### config.mk
export PLATFORM = sky130hd
export DESIGN_NAME = stage_slot_reg
export DESIGN_NICKNAME = d
export VERILOG_FILES = /design/src/rtl/slot_pkg.sv /design/src/rtl/slot_sel.sv /design/src/rtl/slot_mux.sv /design/src/rtl/slot_bank.sv /design/src/rtl/stage_slot_reg.sv
export SDC_FILE = /design/constraint.sdc
export NUM_CORES = 1
export LEC_CHECK = 0
export CAP_MARGIN = 20
export CORE_MARGIN = 3
export CORE_UTILIZATION = 50
export CTS_CLUSTER_SIZE = 40
export DETAILED_ROUTE_END_ITERATION = 12
export DONT_BUFFER_PORTS = 1
export PLACE_DENSITY = 0.63
export SETUP_SLACK_MARGIN = 0.1
export SYNTH_ARGS = -nofsm -noshare
export SYNTH_HDL_FRONTEND = slang
export SYNTH_HIERARCHICAL = 1
export SYNTH_SLANG_ARGS = --single-unit
export TNS_END_PERCENT = 20
### constraint.sdc
create_clock -name clk -period 2.1 [get_ports clk]
set_clock_uncertainty 0.2 [all_clocks]
set_input_delay 0.21 -clock clk [delete_from_list [all_inputs] [get_ports clk]]
set_output_delay 0.21 -clock clk [all_outputs]
set_load 0.05 [all_outputs]
### src/rtl/slot_pkg.sv
package slot_pkg;

  // Which of the four candidates becomes the next slot contents.
  typedef enum logic [1:0] {
    SRC_TAKE  = 2'd0,  // word from the upstream stage
    SRC_KEEP  = 2'd1,  // current contents
    SRC_VOID  = 2'd2,  // empty slot word
    SRC_PRIME = 2'd3   // start word
  } src_e;

  typedef struct packed {
    logic prime;
    logic void_req;
    logic keep;
  } ctl_t;

  localparam int unsigned N_SRC = 4;

endpackage

### src/rtl/slot_sel.sv
module slot_sel
  import slot_pkg::*;
(
  input  ctl_t ctl,
  output src_e src
);

  // Ranking: prime, then void, then keep, then take.
  always_comb begin
    if (ctl.prime)         src = SRC_PRIME;
    else if (ctl.void_req) src = SRC_VOID;
    else if (ctl.keep)     src = SRC_KEEP;
    else                   src = SRC_TAKE;
  end

endmodule

### src/rtl/slot_mux.sv
module slot_mux
  import slot_pkg::*;
#(
  parameter int unsigned W = 8
) (
  input  src_e         src,
  input  logic [W-1:0] take_w,
  input  logic [W-1:0] keep_w,
  input  logic [W-1:0] void_w,
  input  logic [W-1:0] prime_w,
  output logic [W-1:0] nxt_w
);

  logic [W-1:0] cand [N_SRC];

  assign cand[SRC_TAKE]  = take_w;
  assign cand[SRC_KEEP]  = keep_w;
  assign cand[SRC_VOID]  = void_w;
  assign cand[SRC_PRIME] = prime_w;

  assign nxt_w = cand[src];

endmodule

### src/rtl/slot_bank.sv
module slot_bank #(
  parameter int unsigned      W       = 8,
  parameter logic [W-1:0]     RST_VAL = '0
) (
  input  logic         clk,
  input  logic         rst,
  input  logic [W-1:0] nxt_w,
  output logic [W-1:0] q_w
);

  always_ff @(posedge clk) begin
    if (rst) q_w <= RST_VAL;
    else     q_w <= nxt_w;
  end

  // reset forces the reset word regardless of the next-value path
  p_reset_word_r1: assert property (@(posedge clk) rst |=> (q_w == RST_VAL));

endmodule

### src/rtl/stage_slot_reg.sv
module stage_slot_reg
  import slot_pkg::*;
#(
  parameter int unsigned          PAYLOAD_W    = 32,
  parameter int unsigned          ICODE_W      = 4,
  parameter int unsigned          STAT_W       = 2,
  parameter logic [STAT_W-1:0]    STAT_BUBBLE  = 2'd1,
  parameter logic [ICODE_W-1:0]   ICODE_NOP    = 4'd1,
  parameter logic [PAYLOAD_W-1:0] VOID_PAYLOAD = '0,
  parameter logic [STAT_W-1:0]    INIT_STATUS  = 2'd0,
  parameter logic [ICODE_W-1:0]   INIT_ICODE   = 4'd0,
  parameter logic [PAYLOAD_W-1:0] INIT_PAYLOAD = '0
) (
  input  logic                 clk,
  input  logic                 rst,
  input  logic                 stall_i,
  input  logic                 bubble_i,
  input  logic                 init_i,
  input  logic [STAT_W-1:0]    d_status_i,
  input  logic [ICODE_W-1:0]   d_icode_i,
  input  logic [PAYLOAD_W-1:0] d_payload_i,
  output logic [STAT_W-1:0]    q_status_o,
  output logic [ICODE_W-1:0]   q_icode_o,
  output logic [PAYLOAD_W-1:0] q_payload_o,
  output logic                 empty_o
);

  localparam int unsigned W = STAT_W + ICODE_W + PAYLOAD_W;
  localparam logic [W-1:0] VOID_WORD  = {STAT_BUBBLE, ICODE_NOP, VOID_PAYLOAD};
  localparam logic [W-1:0] PRIME_WORD = {INIT_STATUS, INIT_ICODE, INIT_PAYLOAD};

  ctl_t         ctl;
  src_e         src;
  logic [W-1:0] d_word;
  logic [W-1:0] q_word;
  logic [W-1:0] nxt_word;

  assign ctl    = '{prime: init_i, void_req: bubble_i, keep: stall_i};
  assign d_word = {d_status_i, d_icode_i, d_payload_i};

  slot_sel u_sel (
    .ctl (ctl),
    .src (src)
  );

  slot_mux #(.W(W)) u_mux (
    .src     (src),
    .take_w  (d_word),
    .keep_w  (q_word),
    .void_w  (VOID_WORD),
    .prime_w (PRIME_WORD),
    .nxt_w   (nxt_word)
  );

  slot_bank #(.W(W), .RST_VAL(VOID_WORD)) u_bank (
    .clk   (clk),
    .rst   (rst),
    .nxt_w (nxt_word),
    .q_w   (q_word)
  );

  assign {q_status_o, q_icode_o, q_payload_o} = q_word;
  assign empty_o = (q_status_o == STAT_BUBBLE);

  // with no control active the offered word appears one edge later
  p_capture_r2: assert property (@(posedge clk) disable iff (rst)
    (!init_i && !bubble_i && !stall_i) |=>
      ({q_status_o, q_icode_o, q_payload_o} ==
       $past({d_status_i, d_icode_i, d_payload_i})));

  // a lone stall keeps every output field
  p_hold_r3: assert property (@(posedge clk) disable iff (rst)
    (stall_i && !bubble_i && !init_i) |=>
      ($stable(q_status_o) && $stable(q_icode_o) && $stable(q_payload_o)));

  // void request loads the empty word
  p_void_r4: assert property (@(posedge clk) disable iff (rst)
    (bubble_i && !init_i) |=>
      (q_status_o == STAT_BUBBLE && q_icode_o == ICODE_NOP &&
       q_payload_o == VOID_PAYLOAD));

  // void beats stall, so the slot ends up empty
  p_void_over_stall_r5: assert property (@(posedge clk) disable iff (rst)
    (bubble_i && stall_i && !init_i) |=> empty_o);

  // start word wins over every other control
  p_prime_r6: assert property (@(posedge clk) disable iff (rst)
    init_i |=>
      (q_status_o == INIT_STATUS && q_icode_o == INIT_ICODE &&
       q_payload_o == INIT_PAYLOAD));

endmodule

==> results.py <==
metrics = {
    "floorplanning": {
        "die_w_um": 69.32,
        "num_io_pins": 82,
        "initial_core_util": 0.5315,
        "dieArea_um2": 4805,
        "rows": 22,
        "dieHeight_um": 69.32,
        "core_um2": 3771,
    },
    "global_routing": {
        "groute.usage.overall": 0.1905,
        "grt_max_degree": 39,
        "antenna_found_initial": 0,
        "gr-total-overflow": 0,
        "grt_pass1_vias": 1422,
        "grt_pass1_wl_um": 7058,
    },
    "synthesis": {
        "syn_inst": 132,
        "post-synth-top-area-cell": "mux4_2",
        "synth_edf_count": 0,
        "synth_warnings": 6,
        "syn_area_um2": 2004,
        "synth_ff_type": "dfxtp_1",
        "seq_area_frac_synth": 0.3795,
        "async_flop_share": 0,
        "ys_types": 14,
        "synth_area_leaders": "mux4_2 43%, dfxtp_1 38%, nor2b_1 11%, buf_12 2.0%, buf_6 1.7%",
        "yosys_register_bits": 38,
        "synth_top_area_share": 0.4270,
        "synth_area_per_cell_um2": 15.19,
        "ys_top_cells_by_count": "38 x dfxtp_1, 38 x mux4_2, 35 x nor2b_1, 5 x buf_2",
    },
    "timing": {
        "post-route-period-util": 0.8916,
        "min_period_ps": 1872,
        "hold_violations": 0,
        "slew_violations": 0,
        "max_clock_freq_mhz": 534.1,
        "holdWs_ps": 36.77,
        "fin_ws_ps": 227.7,
        "fin_setup_tns_ps": 0,
        "setup_violations": 0,
        "relSlewSlack": 0.6006,
        "worst_pin_slew_ps": 598.2,
        "rsz0062_at_grt": "false",
    },
    "worst_setup_path": {
        "reg2reg_to": "u_bank/q_w[13]$_SDFF_PP0_",
        "crit_required_ps": 2070,
        "reg2reg_depth": 3,
        "worst-path-max-fanout": 2,
        "cp-end-kind": "flop",
        "r2r_start": "u_bank/q_w[13]$_SDFF_PP0_",
        "r2r_slack_ps": 230,
        "crit_type": "flop to flop",
        "start_kind": "flop",
        "arrival_ps": 1840,
    },
    "clock_network": {
        "clk-insertion-delay-late_ps": 280,
        "clk_pin_slew_worst_paths_ps": 70,
        "cts-buffers-inserted": 5,
        "cts_tree": "built",
        "clockBufferDepth": 2,
        "post-cts-setup-buffers": 0,
        "clkSinkCount": 38,
        "htreeDepth": 2,
        "clockRootBuffer": "clkbuf_8",
    },
    "layout": {
        "nFillCells": 312,
        "final_layout_size_suffix_gt1_frac": 0.2452,
        "largest_reg_flops": 38,
        "area_growth_pct": 20.91,
        "top_register": "u_bank/q_w",
        "fin_area_um2": 2424,
        "layout.nets": 251,
        "largestRegisters": "u_bank/q_w (38)",
        "antenna_cells": 0,
    },
    "power_and_ir_drop": {
        "intPower_uw": 1198,
        "leakage_uw": 0.001025,
        "comb_power_share": 0.165,
        "powerDensity_nw_per_um2": 744.3,
        "peakVddDrop_mv": 0.3107,
        "p_clk_frac": 0.260,
        "p_switching_uw": 605.6,
        "seqPwrFrac": 0.574,
        "switching_share": 0.3357,
    },
    "outcome": {
        "status": "finished clean",
    },
    "drt": {
        "ant_nets": 0,
        "wl_per_cell_um": 16.18,
        "drc": 0,
        "vias": 1262,
        "postRouteWirelength_um": 4143,
        "drt_pass1_iterations": 3,
        "drt_iter0_markers": 52,
        "vias_per_cell": 4.930,
    },
    "placed_design": {
        "post-place-ws_ps": 318.4,
        "io_buffers": 0,
        "placed_cell_area_um2": 2281,
        "dp_hpwl_um": 2982,
        "place.gp.congestion": 0.7364,
    },
    "flow_run": {
        "maxCapViolCount": 0,
    },
    "min_path": {
        "holdPathEnd": "u_bank/q_w[36]$_SDFF_PP1_",
        "hold_depth": 2,
        "hold_start": "d_status_i[0]",
        "hp-class": "input pin to flop",
    },
}
-- placed cells by master (no fill, tap or decap) --
master         Yosys  final
inv_1              1      1
clkbuf_1           1      2
nor2b_1           35     35
buf_4              1      1
or2_1              3      3
clkbuf_8           0      5
dfxtp_2            0      1
mux4_2            38     38
and2b_1            1      1
conb_1             2     76
a21o_2             0      1
dlygate4sd3_1      0      2
dfxtp_1           38     37
nor2b_4            1      1
clkbuf_16          0      1
buf_12             2      3
-- timing repair --
item,in CTS,in global routing
endpoints found under the setup margin,0,1
gates resized for setup,0,1
hold buffers,3,0
endpoints found under the hold margin,38,0
-- cell type report --
class	count	area (um2)	area share
multi-input cells	155	1409	0.5813
repair buffers	7	112.6	0.04646
inverters	1	3.754	0.001549
clock buffers	7	76.32	0.03149
flip-flops and latches	38	762.0	0.3144
well taps	48	60.06	0.02478
-- worst max-delay path: stages, from the launching register on --
cell and delay (ps):
dfxtp_2 420, mux4_2 460, nor2b_1 140, dlygate4sd3_1 550
-- power by group through the flow --
stage	combinational, uW	sequential [uW]	clock, uW
6_report	298	1040	469
5_1_grt	332	1040	521
4_1_cts	291	1040	489
3_5_place_dp	271	1050	0
3_3_place_gp	260	1050	0
2_1_floorplan	265	1040	0
-- worst max path at each step --
| stage | startpoint | to | slack, ps |
|---|---|---|---|
| after global placement | bubble_i | u_bank/q_w[36]$_SDFF_PP1_ | 360 |
| after global routing | bubble_i | u_bank/q_w[13]$_SDFF_PP0_ | 160 |
| final | u_bank/q_w[13]$_SDFF_PP0_ | u_bank/q_w[13]$_SDFF_PP0_ | 230 |
| after detailed placement | bubble_i | u_bank/q_w[36]$_SDFF_PP1_ | 320 |
| after floorplan | bubble_i | u_bank/q_w[32]$_SDFF_PP1_ | 400 |
| after CTS | u_bank/q_w[13]$_SDFF_PP0_ | u_bank/q_w[13]$_SDFF_PP0_ | 130 |
-- logic make-up after synthesis --
kind of cell / count (synthesis) / share of synthesized area
and+or+nand+nor: 40 / 0.1292
DFF: 38 / 0.3795
muxes: 38 / 0.4270
buffers and inverters: 13 / 0.05680
AOI/OAI and AO/OA: 1 / 0.003747
other: 2 / 0.003747
-- layer usage --
layer | vias to the layer above | GRT usage | part of all wire
met5 | - | 0 | 0
met4 | 0 | 0.08677 | 0.023
met3 | 12 | 0.06522 | 0.084
met2 | 55 | 0.3199 | 0.53
met1 | 621 | 0.2185 | 0.36
li1 | 574 | - | -
-- stage by stage --
step / utilization / std cells / power (uW)
global route: 0.6427 / 256 / 1896
floorplan: - / 206 / 1301
finish: 0.6427 / 256 / 1804
CTS: 0.6357 / 255 / 1817
global placement: 0.6048 / 245 / 1310
detailed placement: 0.6048 / 245 / 1325
No activity file was read; power rests on OpenSTA's default activity.
